==> config.mk <==
export PLATFORM = sky130hd
export DESIGN_NAME = duo_precoder_q
export DESIGN_NICKNAME = d
export VERILOG_FILES = /design/src/rtl/duo_precoder_q.sv
export SDC_FILE = /design/constraint.sdc
export NUM_CORES = 1
export LEC_CHECK = 0
export BUFFER_PORTS_ARGS = -buffer_cell sky130_fd_sc_hd__buf_2
export CELL_PAD_IN_SITES_DETAIL_PLACEMENT = 1
export CELL_PAD_IN_SITES_GLOBAL_PLACEMENT = 2
export CORE_MARGIN = 2
export CORE_UTILIZATION = 28
export DETAILED_ROUTE_END_ITERATION = 8
export GPL_ROUTABILITY_DRIVEN = 0
export PLACE_DENSITY_LB_ADDON = 0.05
export SYNTH_ARGS = -nofsm -noshare
export SYNTH_HDL_FRONTEND = slang
export SYNTH_SLANG_ARGS = --single-unit
==> constraint.sdc <==
create_clock -name clk -period 1 [get_ports clk]
set_input_delay 0.2 -clock clk [delete_from_list [all_inputs] [get_ports clk]]
set_output_delay 0.2 -clock clk [all_outputs]
set_load 0.02 [all_outputs]
==> src/rtl/duo_precoder_q.sv <==
module duo_precoder_q #(
  parameter int LANES = 4
) (
  input  logic             clk,
  input  logic             rst_n,
  input  logic             in_valid,
  input  logic [LANES-1:0] din,
  output logic             out_valid,
  output logic [LANES-1:0] dout
);
  localparam int TOP = LANES - 1;

  logic [LANES-1:0] run_par;
  logic [LANES-1:0] cand_lo, cand_hi, pick;
  logic             cand_vld;

  // prefix parity of the word, i.e. the result when the carried bit is 0
  assign run_par[0] = din[0];
  generate
    for (genvar k = 1; k < LANES; k++) begin : g_pfx
      assign run_par[k] = run_par[k-1] ^ din[k];
    end
  endgenerate

  always_ff @(posedge clk) begin
    if (!rst_n) begin
      cand_vld <= 1'b0;
      cand_lo  <= '0;
      cand_hi  <= '0;
    end else begin
      cand_vld <= in_valid;
      if (in_valid) begin
        cand_lo <= run_par;
        cand_hi <= ~run_par;
      end
    end
  end

  // dout[TOP] only changes on valid words, so it is the carried bit
  assign pick = dout[TOP] ? cand_hi : cand_lo;

  always_ff @(posedge clk) begin
    if (!rst_n) begin
      out_valid <= 1'b0;
      dout      <= '0;
    end else begin
      out_valid <= cand_vld;
      if (cand_vld) dout <= pick;
    end
  end
endmodule


==> flow_metrics.env <==
export IMPL_wirelength_um=1151
export IMPL_die_area_mm2=0.002468
export IMPL_min_from="rst_n"
export IMPL_grt_use_met2=0.1822
export IMPL_yosysTopAreaCell="dfxtp_1"
export IMPL_netlist_area_um2=584.3
export IMPL_crit_slowest_cell="dfxtp_4"
export IMPL_die_x_um=49.68
export IMPL_ys_ff_latch=14
export IMPL_whs_path_depth=2
export IMPL_top_usage_layer="met2"
export IMPL_slew_headroom=0.8316
export IMPL_worstHoldEndpoint="cand_hi[3]$_SDFFE_PN0P_"
export IMPL_initial_core_util=0.2978
export IMPL_final_util=0.4037
export IMPL_cp_start_kind="flip-flop"
export IMPL_clk_latency_ps=280
export IMPL_vias=485
export IMPL_run_status="completed"
export IMPL_setup_viol=0
export IMPL_r2r_start="dout[3]$_SDFFE_PN0P_"
export IMPL_cap_violations=0
export IMPL_hold_viol=0
export IMPL_first_global_vias=507
export IMPL_netlist_top_cells_area="dfxtp_1, mux2i_1, o211a_1"
export IMPL_clock_sinks=14
export IMPL_io_buffers=11
export IMPL_max_slew_worst_pin_slew_ps=250.8
export IMPL_cpPeakStageDelay_ps=360
export IMPL_p_per_area_mw_per_mm2=1533
export IMPL_r2r_slack_ps=70
export IMPL_drcViolationCount=0
export IMPL_yosys_warnings=0
export IMPL_clkTransAtPathRegs_ps=80
export IMPL_crit_family="flip-flops"
export IMPL_vias_per_cell=4.619
export IMPL_antenna_cells=0
export IMPL_drive_gt1_frac=0.3974
export IMPL_synth_seq_area_share=0.4797
export IMPL_antenna_found_initial=0
export IMPL_grt_max_degree=15
export IMPL_fillers=255
export IMPL_final_common_cell="buf_4"
export IMPL_drtPass1Iterations=2
export IMPL_layout_common_cells="buf_4, dfxtp_1, buf_2"
export IMPL_rows=16
export IMPL_die_y_um=49.68
export IMPL_place_ws_ps=-73.16
export IMPL_wl_per_cell_um=10.96
export IMPL_slew_viol_final=0
export IMPL_gr_total_overflow=0
export IMPL_synthDominantCellAreaShare=0.4797
export IMPL_multi_input_area_um2=284.0
export IMPL_ff2ff_path_depth=4
export IMPL_synth_nets=65
export IMPL_regArea_um2=289.0
export IMPL_crit_buf_inv=1
export IMPL_critPathMaxFanout=2
export IMPL_max_freq_mhz=1019
export IMPL_grt_use_met1=0.1445
export IMPL_final_nets=86
export IMPL_syn_avg_cell_area_um2=10.07
export IMPL_grt_setup_unrepaired="true"
export IMPL_drt_iter0_markers=7
export IMPL_critical_path_class="reg2out"
export IMPL_power_leakage_nw=0.3603
export IMPL_drtAntennaViolNets=0
export IMPL_required_ps=800
export IMPL_endpoint_kind="output pin"
export IMPL_area_growth_pct=35.55
export IMPL_cts_made_buffers=3
export IMPL_track_usage=0.1165
export IMPL_setup_slack_ps=18.30
export IMPL_ir_drop_mv=0.6167
export IMPL_cts_tree="built"
export IMPL_finalCritPeriodShare=0.9817
export IMPL_power_mw=1.214
export IMPL_io_pins=12
export IMPL_synth_cell_types=23
export IMPL_use_met3=0.02727
export IMPL_fin_crit_ps=981.7
export IMPL_grt_pass1_wl_um=2187
export IMPL_cts_root_buffer="clkbuf_4"
export IMPL_finClkSkew_ps=3.342
export IMPL_htree_levels=1
export IMPL_core_mm2=0.001962
export IMPL_worstPathCellList="buf_4"
export IMPL_clock_path_buffers=2
export IMPL_critPathArrivalTime_ps=780
export IMPL_min_path_type="in2reg"
export IMPL_r2r_end="dout[1]$_SDFFE_PN0P_"
export IMPL_dp_hpwl_um=873.5
export IMPL_syn_inst=58
[flip-flops by register name (all words and copies together), names as in the netlist]
signal	count
out_valid	1
cand_lo	4
cand_vld	1
dout	4
cand_hi	4
[cell type report]
type	instances	area share
clock buffers	4	0.04581
repair buffers	20	0.1833
well taps	27	0.04265
inverters	1	0.004739
multi-input cells	39	0.3586
flip-flops and latches	14	0.3649
[cells in the mapped netlist, drive strengths merged]
master  number
and2b        1
o211a        3
or3b         1
inv          1
nand2        4
nor3b        1
a22o         1
a21oi        4
dfxtp       14
nor2         1
xnor2        2
nor2b        3
clkbuf       3
o31a         1
nand3b       2
nand3        1
a21boi       1
mux2i        6
and2         3
buf          1
o21ai        3
nor3         1
[power breakdown]
group | internal, mW | switching [mW]
clock | 0.221 | 0.184
combinational | 0.104 | 0.0848
sequential | 0.597 | 0.0229
[metal layers]
layer | routed length [um] | part of all wire
met1 | 520 | 0.45
met2 | 572 | 0.50
met3 | 57 | 0.050
met4 | 0 | 0
met5 | 0 | 0
[through the flow]
| stage | instance area, um^2 | TNS, ps | hold WS (ps) | instances |
|---|---|---|---|---|
| 2_1_floorplan | 595.6 | 0 | 332.6 | 58 |
| 3_3_place_gp | 718.2 | -101.0 | 459.4 | 100 |
| 3_5_place_dp | 718.2 | -109.1 | 464.6 | 100 |
| 4_1_cts | 782.0 | 0 | 269.8 | 105 |
| 5_1_grt | 792.0 | -32.76 | 278.3 | 105 |
| 6_report | 792.0 | 0 | 273.7 | 105 |
[timing repair]
action                                  4_1_cts  5_1_grt
endpoints found under the setup margin        2        6
setup buffers                                 1        0
pin swaps                                     0        1
resized for setup                             3        6
hold buffers                                  0        0
[worst max-delay path by stage]
| stage | from | end | slack [ps] | cells after the start |
|---|---|---|---|---|
| 2_1_floorplan | dout[3]$_SDFFE_PN0P_ | dout[0]$_SDFFE_PN0P_ | 30 | 4 |
| 3_3_place_gp | din[2] | cand_hi[3]$_SDFFE_PN0P_ | -60 | 4 |
| 3_5_place_dp | din[0] | cand_hi[3]$_SDFFE_PN0P_ | -70 | 4 |
| 4_1_cts | dout[3]$_SDFFE_PN0P_ | dout[3] | 1 | 1 |
| 5_1_grt | dout[3]$_SDFFE_PN0P_ | dout[3] | -20 | 1 |
| 6_report | dout[3]$_SDFFE_PN0P_ | dout[3] | 20 | 1 |
[kinds of logic after synthesis]
| kind of cell | after synthesis | synth area share |
|---|---|---|
| and+or+nand+nor | 18 | 0.1799 |
| DFF | 14 | 0.4797 |
| AOI/OAI and AO/OA | 13 | 0.1606 |
| muxes | 6 | 0.1028 |
| buffers and inverters | 5 | 0.03425 |
| xor gates and xnor gates | 2 | 0.04284 |
Note: power is estimated with default switching activity, not from simulation.
